--- src/rtl/irq_pkg.sv ---
package irq_pkg;

    typedef enum logic [1:0] {
        PIN_IDLE,
        PIN_LEVEL,
        PIN_PULSE
    } pin_state_e;

    typedef enum logic [1:0] {
        SV_UNARMED,
        SV_TRACK,
        SV_SUSPEND
    } sv_state_e;

    localparam int CTL_GEN   = 0;
    localparam int CTL_POL   = 1;
    localparam int CTL_PULSE = 2;
    localparam int CTL_W     = 3;

endpackage

--- src/rtl/irq_status_regs.sv ---
module irq_status_regs #(
    parameter int NB = 3,
    parameter int NE = 4
) (
    input  logic                 clk,
    input  logic                 rst_n,
    input  logic [NB+NE:0]       set_vec,
    input  logic                 rd_clr,
    input  logic [NE-1:0]        ep_clr,
    output logic [NB+NE:0]       status
);
    localparam int SW = NB + 1 + NE;

    logic [SW-1:0] clr_vec;
    logic [SW-1:0] st_q;

    // clear-on-read group (bus + pseudo-SOF), then per-endpoint clears
    assign clr_vec = {ep_clr, {(NB + 1){rd_clr}}};

    always_ff @(posedge clk or negedge rst_n) begin
        if (!rst_n) begin
            st_q <= '0;
        end else begin
            st_q <= (st_q & ~clr_vec) | set_vec;
        end
    end

    assign status = st_q;

    for (genvar i = 0; i < SW; i++) begin : g_set_chk
        p_set_wins_r2: assert property (@(posedge clk) disable iff (!rst_n)
            set_vec[i] |=> status[i]);
    end

    for (genvar i = 0; i <= NB; i++) begin : g_read_chk
        p_read_clears_r3: assert property (@(posedge clk) disable iff (!rst_n)
            (rd_clr && !set_vec[i]) |=> !status[i]);
    end

    for (genvar j = 0; j < NE; j++) begin : g_ep_chk
        p_ep_sticky_r4: assert property (@(posedge clk) disable iff (!rst_n)
            (status[NB+1+j] && !ep_clr[j]) |=> status[NB+1+j]);
    end

endmodule

--- src/rtl/irq_pin_fsm.sv ---
module irq_pin_fsm
    import irq_pkg::*;
#(
    parameter int PULSE_CYC = 8
) (
    input  logic clk,
    input  logic rst_n,
    input  logic pend_any,
    input  logic glob_en,
    input  logic pol_high,
    input  logic pulse_mode,
    output logic irq_pin
);
    localparam int CW = (PULSE_CYC > 1) ? $clog2(PULSE_CYC) : 1;
    localparam logic [CW-1:0] CNT_LOAD = CW'(PULSE_CYC - 1);

    pin_state_e    state_q, state_d;
    logic [CW-1:0] cnt_q, cnt_d;
    logic          prev_q;
    logic          pin_q;
    logic          gated;
    logic          rise;
    logic          active_d;

    assign gated = pend_any & glob_en;
    assign rise  = gated & ~prev_q;

    always_ff @(posedge clk or negedge rst_n) begin
        if (!rst_n) begin
            state_q <= PIN_IDLE;
            cnt_q   <= '0;
            prev_q  <= 1'b0;
        end else begin
            state_q <= state_d;
            cnt_q   <= cnt_d;
            prev_q  <= gated;
        end
    end

    always_comb begin
        state_d = state_q;
        cnt_d   = cnt_q;
        if (glob_en) begin
            unique case (state_q)
                PIN_IDLE: begin
                    if (pulse_mode) begin
                        if (rise) begin
                            state_d = PIN_PULSE;
                            cnt_d   = CNT_LOAD;
                        end
                    end else if (pend_any) begin
                        state_d = PIN_LEVEL;
                    end
                end
                PIN_LEVEL: begin
                    if (pulse_mode || !pend_any) state_d = PIN_IDLE;
                end
                PIN_PULSE: begin
                    if (cnt_q == '0) begin
                        state_d = (!pulse_mode && pend_any) ? PIN_LEVEL : PIN_IDLE;
                    end else begin
                        cnt_d = cnt_q - 1'b1;
                    end
                end
                default: state_d = PIN_IDLE;
            endcase
        end
    end

    assign active_d = (state_d != PIN_IDLE);

    // output register: the global enable latches it
    always_ff @(posedge clk or negedge rst_n) begin
        if (!rst_n) begin
            pin_q <= 1'b1;
        end else if (glob_en) begin
            pin_q <= pol_high ? active_d : ~active_d;
        end
    end

    assign irq_pin = pin_q;

    p_pin_frozen_r7: assert property (@(posedge clk) disable iff (!rst_n)
        !glob_en |=> $stable(irq_pin));

    p_pulse_start_r6: assert property (@(posedge clk) disable iff (!rst_n)
        (glob_en && pulse_mode && rise && state_q == PIN_IDLE) |=> (irq_pin == $past(pol_high)));

    p_level_active_r8: assert property (@(posedge clk) disable iff (!rst_n)
        (glob_en && !pulse_mode && pend_any) |=> (irq_pin == $past(pol_high)));

endmodule

--- src/rtl/sof_supervisor.sv ---
module sof_supervisor
    import irq_pkg::*;
#(
    parameter int FRAME_CYC  = 48000,
    parameter int MISS_LIMIT = 3
) (
    input  logic clk,
    input  logic rst_n,
    input  logic sof,
    output logic psof,
    output logic suspend
);
    localparam int FW = $clog2(FRAME_CYC + 1);
    localparam int MW = $clog2(MISS_LIMIT + 1);
    localparam logic [FW-1:0] FRAME_LAST = FW'(FRAME_CYC - 1);
    localparam logic [MW-1:0] MISS_LAST  = MW'(MISS_LIMIT - 1);

    sv_state_e     state_q, state_d;
    logic [FW-1:0] frame_q, frame_d;
    logic [MW-1:0] miss_q, miss_d;
    logic          fire;

    assign fire = (state_q != SV_UNARMED) && !sof && (frame_q == FRAME_LAST);

    always_ff @(posedge clk or negedge rst_n) begin
        if (!rst_n) begin
            state_q <= SV_UNARMED;
            frame_q <= '0;
            miss_q  <= '0;
        end else begin
            state_q <= state_d;
            frame_q <= frame_d;
            miss_q  <= miss_d;
        end
    end

    always_comb begin
        state_d = state_q;
        frame_d = frame_q;
        miss_d  = miss_q;
        if (sof) begin
            state_d = SV_TRACK;
            frame_d = '0;
            miss_d  = '0;
        end else begin
            unique case (state_q)
                SV_UNARMED: ;
                SV_TRACK: begin
                    if (fire) begin
                        frame_d = '0;
                        miss_d  = miss_q + 1'b1;
                        if (miss_q == MISS_LAST) state_d = SV_SUSPEND;
                    end else begin
                        frame_d = frame_q + 1'b1;
                    end
                end
                SV_SUSPEND: begin
                    frame_d = fire ? '0 : frame_q + 1'b1;
                end
                default: state_d = SV_UNARMED;
            endcase
        end
    end

    assign psof    = fire;
    assign suspend = (state_q == SV_SUSPEND);

    p_sof_wakes_r12: assert property (@(posedge clk) disable iff (!rst_n)
        sof |=> !suspend);

    p_suspend_cause_r11: assert property (@(posedge clk) disable iff (!rst_n)
        $rose(suspend) |-> $past(psof));

    p_psof_spacing_r10: assert property (@(posedge clk) disable iff (!rst_n)
        (psof && FRAME_CYC > 1) |=> !psof);

endmodule

--- src/rtl/irq_pin_gen.sv ---
module irq_pin_gen
    import irq_pkg::*;
#(
    parameter int NB         = 3,
    parameter int NE         = 4,
    parameter int PULSE_CYC  = 8,
    parameter int FRAME_CYC  = 48000,
    parameter int MISS_LIMIT = 3
) (
    input  logic               clk,
    input  logic               rst_n,
    input  logic [NB-1:0]      evt_bus,
    input  logic [NE-1:0]      evt_ep,
    input  logic               sof_evt,
    input  logic               cfg_we,
    input  logic               cfg_addr,
    input  logic [NB+NE:0]     cfg_wdata,
    output logic [NB+NE:0]     cfg_rdata,
    input  logic               stat_rd,
    output logic [NB+NE:0]     stat_rdata,
    input  logic [NE-1:0]      ep_clr,
    output logic               irq_pin,
    output logic               suspend
);
    localparam int SW = NB + 1 + NE;

    logic [SW-1:0]    mask_q;
    logic [CTL_W-1:0] ctrl_q;
    logic [SW-1:0]    status;
    logic [SW-1:0]    set_vec;
    logic             psof;
    logic             pend_any;

    always_ff @(posedge clk or negedge rst_n) begin
        if (!rst_n) begin
            mask_q <= '0;
            ctrl_q <= '0;
        end else if (cfg_we) begin
            if (cfg_addr) ctrl_q <= cfg_wdata[CTL_W-1:0];
            else          mask_q <= cfg_wdata;
        end
    end

    assign cfg_rdata = cfg_addr ? SW'(ctrl_q) : mask_q;
    assign set_vec   = {evt_ep, psof, evt_bus};
    assign pend_any  = |(status & mask_q);

    sof_supervisor #(
        .FRAME_CYC  (FRAME_CYC),
        .MISS_LIMIT (MISS_LIMIT)
    ) u_sof (
        .clk     (clk),
        .rst_n   (rst_n),
        .sof     (sof_evt),
        .psof    (psof),
        .suspend (suspend)
    );

    irq_status_regs #(
        .NB (NB),
        .NE (NE)
    ) u_status (
        .clk     (clk),
        .rst_n   (rst_n),
        .set_vec (set_vec),
        .rd_clr  (stat_rd),
        .ep_clr  (ep_clr),
        .status  (status)
    );

    irq_pin_fsm #(
        .PULSE_CYC (PULSE_CYC)
    ) u_pin (
        .clk        (clk),
        .rst_n      (rst_n),
        .pend_any   (pend_any),
        .glob_en    (ctrl_q[CTL_GEN]),
        .pol_high   (ctrl_q[CTL_POL]),
        .pulse_mode (ctrl_q[CTL_PULSE]),
        .irq_pin    (irq_pin)
    );

    assign stat_rdata = status;

    p_masked_quiet_r5: assert property (@(posedge clk) disable iff (!rst_n)
        (ctrl_q[CTL_GEN] && !ctrl_q[CTL_PULSE] && !pend_any && $past(!pend_any))
            |=> (irq_pin == !$past(ctrl_q[CTL_POL])));

endmodule

--- config.mk ---
export PLATFORM = sky130hd
export DESIGN_NAME = irq_pin_gen
export DESIGN_NICKNAME = d
export VERILOG_FILES = /design/src/rtl/irq_pkg.sv /design/src/rtl/irq_status_regs.sv /design/src/rtl/irq_pin_fsm.sv /design/src/rtl/sof_supervisor.sv /design/src/rtl/irq_pin_gen.sv
export SDC_FILE = /design/constraint.sdc
export NUM_CORES = 1
export LEC_CHECK = 0
export BUFFER_PORTS_ARGS = -buffer_cell sky130_fd_sc_hd__buf_2
export CORE_ASPECT_RATIO = 0.7
export CORE_UTILIZATION = 35
export CTS_CLUSTER_DIAMETER = 60
export DETAILED_ROUTE_END_ITERATION = 16
export HOLD_SLACK_MARGIN = 0.12
export PLACE_DENSITY_LB_ADDON = 0.3
export SYNTH_ARGS = -nofsm -noshare
export SYNTH_HDL_FRONTEND = slang
export SYNTH_HIERARCHICAL = 1
export SYNTH_SLANG_ARGS = --single-unit
--- constraint.sdc ---
create_clock -name clk -period 1.74 [get_ports clk]
set_input_delay 0.087 -clock clk [delete_from_list [all_inputs] [get_ports clk]]
set_output_delay 0.087 -clock clk [all_outputs]
set_load 0.005 [all_outputs]
; Yosys cells after proc, flatten, opt, wreduce, memory -nomap -nowiden
; Cells that the tools add are included.
[word_totals]
register_bits = 46
in_bits = 25
out_inout_bits = 18
wordCells = 82
[op_classes]
n_addsub = 3
eq_ne = 12
n_mux = 24
n_bitwise = 9
reduce_logical = 24
[op_table]
columns = op, n
row1 = 16-bit 2-to-1 mux, 3
row2 = 2-bit 2-to-1 mux, 12
row3 = 16-bit by 1-bit adder with 16-bit output (second input constant), 1
row4 = 8-bit bitwise AND, 2
row5 = 16-bit == test (second input constant), 1
row6 = 2-bit nonzero test, 6
row7 = 3-bit 2-to-1 mux, 3
row8 = 8-bit 2-to-1 mux, 1
row9 = 8-bit inverter, 1
row10 = 8-bit bitwise OR, 1
row11 = 8-bit OR reduction, 1
row12 = 2-bit == test (second input constant), 3
row13 = 3-bit by 2-bit inequality test with 1-bit output (second input constant), 2
row14 = 2-bit one-hot mux with 3 select lines, 1
row15 = 3-bit one-hot mux with 2 select lines, 1
row16 = 2-bit AND reduction, 3
row17 = 5-bit AND reduction, 1
row18 = 2-bit by 1-bit == test with 1-bit output (second input constant), 2
row19 = 2-bit logical NOT, 2
row20 = 2-bit by 1-bit inequality test with 1-bit output (second input constant), 2
row21 = 2-bit inequality test (second input constant), 2
row22 = 2-bit one-hot mux with 2 select lines, 1
row23 = 2-bit OR reduction, 2
row24 = 1-bit logical AND, 3
row25 = 9 further kinds, 15

; Depth between registers and ports, before layout
; Gate-level depths: netlist of run 1.
[logic_depth]
word_depth = 11
depth_mapped = 7
mapped_depth_nobuf = 6

; Hierarchy
; The synthesis of run 1 kept the hierarchy.
[modules_own_cells]
columns = mod, instances, cells_per_inst, area_each_um2, seq_area_each_um2
row1 = sof_supervisor, 1, 127, 1187.4, 500.5
row2 = irq_pin_gen, 1, 39, 586.8, 275.3
row3 = irq_pin_fsm, 1, 39, 385.4, 176.4
row4 = irq_status_regs, 1, 21, 279.0, 200.2

; Worst setup path after synthesis of run 1
; OpenSTA, ideal clock, no wires.
[synth_timing]
kind = register -> register
startpoint = register u_sof.state_q[0]
endpoint = register u_sof.frame_q[2]
arrival_time_ns = 1.738
t_required_ns = 1.605
slack_ns = -0.132
path_stages_with_launch = 7
n_path_buf = 0
cell_sequence = dfrtp_1 > inv_1 > ha_1 > nand4bb_1 > or4_1 > o31ai_4 > nor2_1
[synth_between]
elab_chain_len = 6
elab_cells_between_ends = 10
classes_between = eq/ne: 2 / mux: 3 / reduce/logical: 5
[synth_rtl]
columns = element, line
row1 = "start, declared", sof_supervisor.sv:18  ; sv_state_e state_q, state_d;
row2 = "start signal, assigned", sof_supervisor.sv:31  ; state_q <= state_d;
row3 = 2-bit nonzero test, sof_supervisor.sv:23  ; assign fire = (state_q != SV_UNARMED) && !sof && (frame_q == FRAME_LAST);
row4 = 1-bit logical AND (2 in a row), sof_supervisor.sv:23
row5 = 16-bit 2-to-1 mux, "sof_supervisor.sv:49, sof_supervisor.sv:58"
row6 = 16-bit 2-to-1 mux, --
row7 = 16-bit 2-to-1 mux, sof_supervisor.sv:41  ; if (sof) begin
row8 = "end signal, assigned", sof_supervisor.sv:32  ; frame_q <= frame_d;
row9 = "end, declared", sof_supervisor.sv:19  ; logic [FW-1:0] frame_q, frame_d;
; Several ways; a longest one is shown, not always the timed one. The select of a mux whose other input is x is not followed.
; A chain may end at the register's enable or synchronous reset.

; Final worst setup path of run 1
[layout_timing]
startpoint = register u_sof.state_q[0]
endpoint = register u_sof.frame_q[5]
; Same word-level chain as after synthesis.

==> run metrics, run 1 <==
DRC=0; Vias=1948; grt ovf=0; share of layout cells above drive strength 1=0.364; # IOs=43; total power draw=2.73 mW; clock latency on the worst-skew pair=0.30 ns; H-tree Lvls=2; CTS max path bufs=2; Hold Fails Final Rpt=0; Power Density=817 nW/µm²; most common library cells after synthesis=45 x dfrtp_1, 20 x nor2_1, 15 x inv_1; Slew Limit Fails=0; Leakage Power=1.52 nW; syn avg cell area=10.8 µm²; GR Util All Layers=0.171; asr flop ratio synth=1.00; fin util=0.495; sequential cell area=1150 µm²; Die W=102 µm; NumNets Final=352; CP arrival=1.98 ns; final worst slack=-0.0478 ns; routed wl met3=227 µm; type of the worst setup path=reg2reg; Seq cells post-synth=46; Unique masters post-synth=55; area leader, netlist=dfrtp_1; initial antenna violation count=0; most common cell in the synthesized netlist=dfrtp_1; antenna-violating nets left=0; Placer Congestion=0.804; Core Box Area=6760 µm²; HP Class=in2reg; CTS tree=yes; # diodes=0; CP max FO=9; crit end category=register; Setup Skew=0.0133 ns; final setup vio count=9; die area=7310 µm²; Core Rows=25; Cell Area, Synth=2440 µm²; Iteration-0 DRC Markers=63; met1 wire length=3080 µm; Multi-input gate area=1230 µm²; Setup Buffers After CTS=0; share of the synthesized area in the top cell type=0.462; worst vdd ir=0.494 mV; met2 WL post-DR=2340 µm; detail-routed net length per standard cell=13.7 µm; initial cell density of the core=0.361; period utilization=1.03; Clk pin slew, worst setup/hold paths=0.10 ns; CP Launch Type=register; final wirelength=5700 µm; sequential-to-total area share from yosys stat=0.473; Max Fclk=559 MHz; RSZ-0062 raised after global routing=yes; Syn Inst Count=226; Num CTS Buffers=5; first-pass GRT wire length=9390 µm; Port Buffer Count=42; top cells by area, synth=dfrtp_1 46%, mux2_4 4.9%, ha_1 3.6%, mux2_2 3.2%, nor2_1 3.1%; Synthesized Nets=258; Vias/cell=4.69; largest net degree at the start of global routing=22; Final min period=1.79 ns; Fillers=627; die height=71.8 µm; Slew headroom=0.677; max layer used=met4; vias in the first global route=1943; CP required=1.93 ns; Detailed Place HPWL=4140 µm; status=finished, violations left; EDFF count, synth=0; area grow syn2layout=37.0%; yosys warns=6; Main synth FF type=dfrtp_1; TritonCTS Sinks=46; router iterations before antenna repair=4; worst slew pin tran=0.484 ns; violated checks=negative setup slack; clock root cell=clkbuf_8; hold slack=0.200 ns; Max Cap Violations=0
## critical path, stage by stage, from the launching register on
cell and delay [ns]:
dfrtp_1 0.37, inv_2 0.06, ha_4 0.15, nand4bb_1 0.19
or4_4 0.49, o31ai_4 0.23, buf_12 0.16, nor2_1 0.04
## cells by family after synthesis
group / count (synthesis) / share of synthesized area
buffers and inverters: 23 / 0.0436
and+or+nand+nor: 82 / 0.198
AOI/OAI and AO/OA: 42 / 0.128
DFF: 46 / 0.473
adders and majority gates: 7 / 0.0359
xor gates and xnor gates: 9 / 0.0323
muxes: 17 / 0.0898
## final timing paths
kind,startpoint,to,slack (ns),cells past startpoint
max,u_sof/state_q[0],u_sof/frame_q[5],-0.05,7
min,cfg_we,ctrl_q[2],0.20,3
max reg2reg,u_sof/state_q[0],u_sof/frame_q[5],-0.05,7
min reg2reg,u_sof/miss_q[0],u_sof/miss_q[0],0.48,1
max in group asynchronous,rst_n,u_pin/irq_pin,0.83,3
min in group asynchronous,rst_n,u_status/status[3],0.28,2
## report_power, final
part | internal (mW) | switching (mW) | total [mW]
Clock | 0.429 | 0.376 | 0.805
Sequential | 1.20 | 0.110 | 1.31
Combinational | 0.333 | 0.282 | 0.615
Total | 1.96 | 0.769 | 2.73
## layout by cell type (no fill, tap or decap), types with 4 or more instances in the layout
master,synthesis,final
a21o_1,8,8
a21oi_1,7,7
and2b_2,5,5
buf_2,1,42
buf_4,0,26
clkbuf_8,0,5
dfrtp_1,45,45
dlygate4sd3_1,0,24
ha_1,7,6
inv_1,15,13
mux2_2,7,7
mux2_4,8,8
nand2_1,13,12
nand3_1,7,7
nor2_1,20,20
o21ai_0,4,4
or3_1,5,5
xnor2_1,7,7
## state kept, by name, indices dropped and copies added (netlist names)
register,count
u_sof/state_q,2
ctrl_q,3
mask_q,8
u_pin/prev_q,1
u_status/status,8
u_pin/state_q,2
u_pin/irq_pin,1
u_sof/frame_q,16
u_pin/cnt_q,3
u_sof/miss_q,2
## metrics by stage
stage | TNS [ns] | worst slack, ns | instances | cell area (µm²)
floorplan | -0.256 | -0.0306 | 226 | 2450
global placement | -0.0499 | -0.0499 | 383 | 2950
detailed placement | -0.347 | -0.0401 | 383 | 2950
CTS | -0.258 | -0.0322 | 415 | 3320
global route | -1.38 | -0.112 | 415 | 3340
finish | -0.400 | -0.0478 | 415 | 3340
## metal layers
| layer | up-vias | track usage |
|---|---|---|
| li1 | 990 | - |
| met1 | 916 | 0.257 |
| met2 | 37 | 0.248 |
| met3 | 5 | 0.0332 |
| met4 | 0 | 0.0483 |
| met5 | - | 0 |
## area by class of cell
class / instances / share of cell area
Sequential cell: 46 / 0.345
Multi-Input combinational cell: 157 / 0.369
Clock buffer: 6 / 0.0217
Clock inverter: 2 / 0.0112
Tap cell: 94 / 0.0352
Inverter: 17 / 0.0191
Timing Repair Buffer: 93 / 0.199
## what timing repair did
item,in CTS,in global routing
hold buffers,24,0
gates resized for setup,4,5
pin swaps,0,1
hold endpoints to repair,38,0
endpoints found under the setup margin,12,21
Power figures use the tool's default switching activity.
==> run 2: changes to the inputs <==
--- a/config.mk
+++ b/config.mk
@@ -6,7 +6,7 @@
 export NUM_CORES = 1
 export LEC_CHECK = 0
 export BUFFER_PORTS_ARGS = -buffer_cell sky130_fd_sc_hd__buf_2
-export CORE_ASPECT_RATIO = 0.7
+export CORE_ASPECT_RATIO = 1.1
 export CORE_UTILIZATION = 35
 export CTS_CLUSTER_DIAMETER = 60
 export DETAILED_ROUTE_END_ITERATION = 16
==> constraint.sdc (replaced) <==
create_clock -name clk -period 1.6 [get_ports clk]
set_input_delay 0.08 -clock clk [delete_from_list [all_inputs] [get_ports clk]]
set_output_delay 0.08 -clock clk [all_outputs]
set_load 0.005 [all_outputs]
==> run metrics, run 2 (same netlist as run 1, synthesis figures left out) <==
# IOs=43 (unchanged); H-tree Lvls=2 (unchanged); final setup vio count=18 (+9); Vias=2086 (+7.1%); DRC=0 (unchanged); CP Cell Sequence=inv_2 > ha_4 > nand4bb_1 > or4_4 > o31ai_4 > buf_12 > nor2_1; # diodes=0 (unchanged); Core Rows=31 (+24%); Fillers=598 (-4.6%); worst slew pin tran=0.439 ns (-0.0449 ns); CP max FO=9 (unchanged); antenna-violating nets left=0 (unchanged); type of the worst setup path=reg2reg; RSZ-0062 raised after global routing=yes; Port Buffer Count=42 (unchanged); Critical R2R Launch=u_sof/state_q[1]; Multi-input gate area=1320 µm² (+7.3%); NumNets Final=378 (+7.4%); Num CTS Buffers=5 (unchanged); area grow syn2layout=50.0%; CP arrival=1.97 ns (about the same); worst vdd ir=0.506 mV (+2.6%); initial cell density of the core=0.366 (+0.00460); period utilization=1.11 (+0.0836); TritonCTS Sinks=46 (unchanged); sequential cell area=1150 µm² (+0.11%); clock root cell=clkbuf_8; Vias/cell=4.86 (+3.6%); Placer Congestion=0.787 (-2.1%); Top delay family on crit path=simple AND/OR/NAND/NOR gates; final worst slack=-0.178 ns (-0.130 ns); highest-count cells in the layout ignoring fill and taps=50 x buf_4, 44 x dfrtp_1, 42 x buf_2; status=finished, violations left; die height=89.5 µm (+25%); pre-CTS setup slack=-0.171 ns (-0.131 ns); Hold Fails Final Rpt=0 (unchanged); most common library cell in the layout ignoring fill and taps=buf_4; Clk pin slew, worst setup/hold paths=0.09 ns (about the same); Max Fclk=563 MHz (+0.56%); final wirelength=5900 µm (+3.5%); Critical Path Source=u_sof/state_q[1]; router iterations before antenna repair=4 (unchanged); Max Cap Violations=0 (unchanged); detail-routed net length per standard cell=13.8 µm (+0.15%); Core Box Area=6670 µm² (-1.3%); initial antenna violation count=0 (unchanged); Power Density=888 nW/µm² (+8.7%); clock latency on the worst-skew pair=0.31 ns (about the same); largest net degree at the start of global routing=31 (+41%); Leakage Power=1.71 nW (+13%); HP Class=in2reg; vias in the first global route=2052 (+5.6%); GR Util All Layers=0.172 (+0.000525); Max stage delay on crit path=0.49 ns (about the same); violated checks=negative setup slack; Slew headroom=0.705 (+0.0275); CTS tree=yes; R2R setup slack=-0.18 ns (-0.13 ns); share of layout cells above drive strength 1=0.450 (+0.0851); crit end category=register; hold slack=0.193 ns (-0.00716 ns); CTS max path bufs=2 (unchanged); Detailed Place HPWL=4120 µm (-0.52%); fin util=0.548 (+0.0536); die area=7310 µm² (about the same); Worst Path Buf+Inv=2 (unchanged); grt ovf=0 (unchanged); CP required=1.80 ns (-0.13 ns); first-pass GRT wire length=9400 µm (about the same); Iteration-0 DRC Markers=76 (+21%); Slew Limit Fails=0 (unchanged); CP Launch Type=register; max FFs per register=16 (unchanged); Die W=81.6 µm (-20%); Total Neg Setup Slack=-2.35 ns (-1.95 ns); total power draw=3.25 mW (+19%); hold_sp=sof_evt; Final min period=1.78 ns (-0.0100 ns); highest-delay cell along the critical path=or4_4; Biggest register=u_sof/frame_q; Setup Skew=0.0137 ns (+0.000412 ns)
[run 2: changes by cell type in the layout (fill, tap and decap cells not counted), moves of 2 or more]
| cell | previous run | this run |
|---|---|---|
| a22oi_1 | 3 | 1 |
| a22oi_2 | 1 | 3 |
| buf_4 | 26 | 50 |
| o31ai_1 | 2 | 0 |
[run 2: repair_timing]
item | CTS | global route
setup buffers | 6 | 2
hold buffers | 24 | 0
endpoints found under the setup margin | 22 | 22
gates resized for setup | 19 | 8
endpoints found under the hold margin | 64 | 0
pin swaps | 11 | 4
[run 2: through the flow]
stage,instance area [µm²],cells
6_report,3660,429
5_1_grt,3660,429
4_1_cts,3610,427
3_5_place_dp,3090,389
3_3_place_gp,3090,389
2_1_floorplan,2460,226
[run 2: power by group]
part / internal (mW) / switching (mW) / leakage (nW)
clock: 0.626 / 0.412 / 0.0683
sequential: 1.30 / 0.102 / 0.568
combinational: 0.456 / 0.349 / 1.07
total: 2.39 / 0.863 / 1.71
[run 2: metal layers]
metal | share of wire | vias to the layer above | global-route usage
met1 | 0.45 | 991 | 0.210
li1 | - | 1049 | -
met5 | 0 | - | 0
met3 | 0.034 | 4 | 0.0367
met2 | 0.51 | 42 | 0.308
met4 | 0.0068 | 0 | 0.0383
[run 2: worst min-delay path: cells and delay by family]
kind	cells	cell delay, ns
buffers and inverters	2	0.30
and+or+nand+nor	1	0.07
[run 2: final timing paths]
| check | cells after the start | end |
|---|---|---|
| min in group asynchronous | 2 | u_pin/state_q[0] |
| min | 3 | u_sof/frame_q[10] |
| max | 7 | u_sof/frame_q[2] |
| min reg2reg | 1 | u_sof/miss_q[0] |
| max reg2reg | 7 | u_sof/frame_q[2] |
| max in group asynchronous | 3 | u_pin/irq_pin |
[run 2: area by class of cell]
class                   count  area share
clock buffers               5      0.0188
multi-input cells         157       0.362
well taps                  82      0.0281
inverters                  17      0.0174
clock inverters             3      0.0188
repair buffers            119       0.240
flip-flops and latches     46       0.315
==> run 3: changes to the inputs <==
--- a/config.mk
+++ b/config.mk
@@ -7,7 +7,7 @@
 export LEC_CHECK = 0
 export BUFFER_PORTS_ARGS = -buffer_cell sky130_fd_sc_hd__buf_2
 export CORE_ASPECT_RATIO = 1.1
-export CORE_UTILIZATION = 35
+export CORE_UTILIZATION = 45
 export CTS_CLUSTER_DIAMETER = 60
 export DETAILED_ROUTE_END_ITERATION = 16
 export HOLD_SLACK_MARGIN = 0.12
==> constraint.sdc (replaced) <==
create_clock -name clk -period 2.2 [get_ports clk]
set_input_delay 0.11 -clock clk [delete_from_list [all_inputs] [get_ports clk]]
set_output_delay 0.11 -clock clk [all_outputs]
set_load 0.005 [all_outputs]
==> run metrics, run 3 (same netlist as run 1, synthesis figures left out) <==
grt ovf=0 (unchanged); # diodes=0 (unchanged); clock root cell=clkbuf_8; Crit path depth=6 (-1); CP Launch Type=register; CTS max path bufs=2 (unchanged); worst slew pin tran=0.412 ns (-0.0273 ns); crit end category=register; hold slack=0.136 ns (-0.0570 ns); Setup Skew=0.00625 ns (-0.00742 ns); Top delay family on crit path=simple AND/OR/NAND/NOR gates; Vias=1975 (-5.3%); TritonCTS Sinks=46 (unchanged); antenna-violating nets left=0 (unchanged); Vias/cell=5.31 (+9.2%); CP arrival=2.27 ns (+0.30 ns); status=finished clean; initial antenna violation count=0 (unchanged); Max Cap Violations=0 (unchanged); worst reg-to-reg path cell count=6 (-1); HP Class=in2reg; CP required=2.42 ns (+0.62 ns); CP Cell Sequence=inv_1 > ha_1 > nand4bb_1 > or4_1 > nor3_1 > mux2i_1; first-pass GRT wire length=8840 µm (-5.9%); router iterations before antenna repair=4 (unchanged); RSZ-0062 raised after global routing=no; period utilization=0.931 (-0.180); R2R setup slack=0.15 ns (+0.33 ns); final wirelength=5490 µm (-7.1%); die area=5720 µm² (-22%); post-route insts no fill=372 (-13%); Iteration-0 DRC Markers=85 (+12%); total power draw=2.11 mW (-35%); Worst Path Buf+Inv=1 (-1); Worst R2R End=u_sof/miss_q[1]; Core Box Area=5100 µm² (-24%); max FFs per register=16 (unchanged); Port Buffer Count=42 (unchanged); Slew Limit Fails=0 (unchanged); highest-delay cell along the critical path=or4_1; Final min period=2.05 ns (+0.270 ns); Max stage delay on crit path=0.53 ns (+0.04 ns); Num CTS Buffers=5 (unchanged); Hold Fails Final Rpt=0 (unchanged); Total Neg Setup Slack=0 ns (+2.35 ns); Power Density=681 nW/µm² (-23%); CTS tree=yes; CP max FO=5 (-4); Biggest register=u_sof/frame_q; Leakage Power=1.42 nW (-17%); Critical R2R Launch=u_sof/state_q[0]; crit path to=u_sof/miss_q[1]; share of layout cells above drive strength 1=0.297 (-0.153); GR Util All Layers=0.200 (+0.0285); vias in the first global route=1937 (-5.6%); worst vdd ir=0.315 mV (-38%); clock latency on the worst-skew pair=0.30 ns (about the same); H-tree Lvls=2 (unchanged); detail-routed net length per standard cell=14.8 µm (+7.2%); Critical Path Source=u_sof/state_q[0]; Placer Congestion=0.758 (-3.7%); Core Rows=27 (-13%); final setup vio count=0 (-18); NumNets Final=331 (-12%); largest net degree at the start of global routing=24 (-23%); Placed Cells=341 (-12%); Max Fclk=488 MHz (-13%); Die W=72.2 µm (-12%); type of the worst setup path=reg2reg; highest-count cells in the layout ignoring fill and taps=45 x dfrtp_1, 42 x buf_2, 22 x dlygate4sd3_1; Clk pin slew, worst setup/hold paths=0.09 ns (about the same); Resize count post-CTS=0 (-19); # IOs=43 (unchanged); DRC=0 (unchanged); initial cell density of the core=0.478 (+0.113); most common library cell in the layout ignoring fill and taps=dfrtp_1; area grow syn2layout=27.0%; Detailed Place HPWL=3740 µm (-9.0%); Slew headroom=0.723 (+0.0181); die height=79.2 µm (-12%)
[run 3: cell count changes in the layout (fill, tap and decap cells not counted), sizes merged]
cell and change:
buf -45, dlygate4sd3 -2, bufinv -1, clkinv +1
[run 3: layer usage]
| layer | part of all wire | wire length, µm | global-route usage | vias up |
|---|---|---|---|---|
| li1 | - | - | - | 949 |
| met1 | 0.42 | 2310 | 0.234 | 954 |
| met2 | 0.52 | 2850 | 0.368 | 65 |
| met3 | 0.047 | 259 | 0.0393 | 7 |
| met4 | 0.013 | 70 | 0.0549 | 0 |
| met5 | 0 | 0 | 0 | - |
[run 3: what timing repair did]
item                                    in CTS  in global routing
hold endpoints to repair                    64                  0
buffers inserted                             0                  1
hold buffers                                22                  0
endpoints found under the setup margin       0                  8
[run 3: final cells by class]
type                    count  area [µm²]
clock buffers               5        68.8
clock inverters             3        40.0
flip-flops and latches     46        1150
inverters                  17        63.8
fillers                   426        2000
multi-input cells         157        1180
repair buffers             72         503
well taps                  72        90.1
[run 3: how the worst min path moves through the flow]
stage	startpoint	endpoint	slack, ns	depth (start not counted)
3_3_place_gp	rst_n	mask_q[1]	0.007	1
4_1_cts	stat_rd	u_status/status[3]	0.13	3
5_1_grt	stat_rd	u_status/status[3]	0.15	3
3_5_place_dp	rst_n	mask_q[1]	0.01	1
2_1_floorplan	rst_n	ctrl_q[0]	-0.19	0
6_report	stat_rd	u_status/status[3]	0.14	3
[run 3: through the flow]
stage               utilization  worst slack (ns)  instance area (µm²)
floorplan                     -             0.328                 2440
global placement          0.539             0.184                 2750
detailed placement        0.539            0.0850                 2750
CTS                       0.603            0.0859                 3080
global route              0.607            0.0177                 3100
finish                    0.607             0.152                 3100
[run 3: worst min-delay path, cell delays in order]
cell and delay (ns):
buf_2 0.10, inv_2 0.08, a21o_1 0.11
[run 3: report_power, final]
group          internal, mW  leakage [nW]  switching, mW
registers             0.949         0.569         0.0927
clock network         0.335        0.0579          0.285
logic                 0.241         0.794          0.206
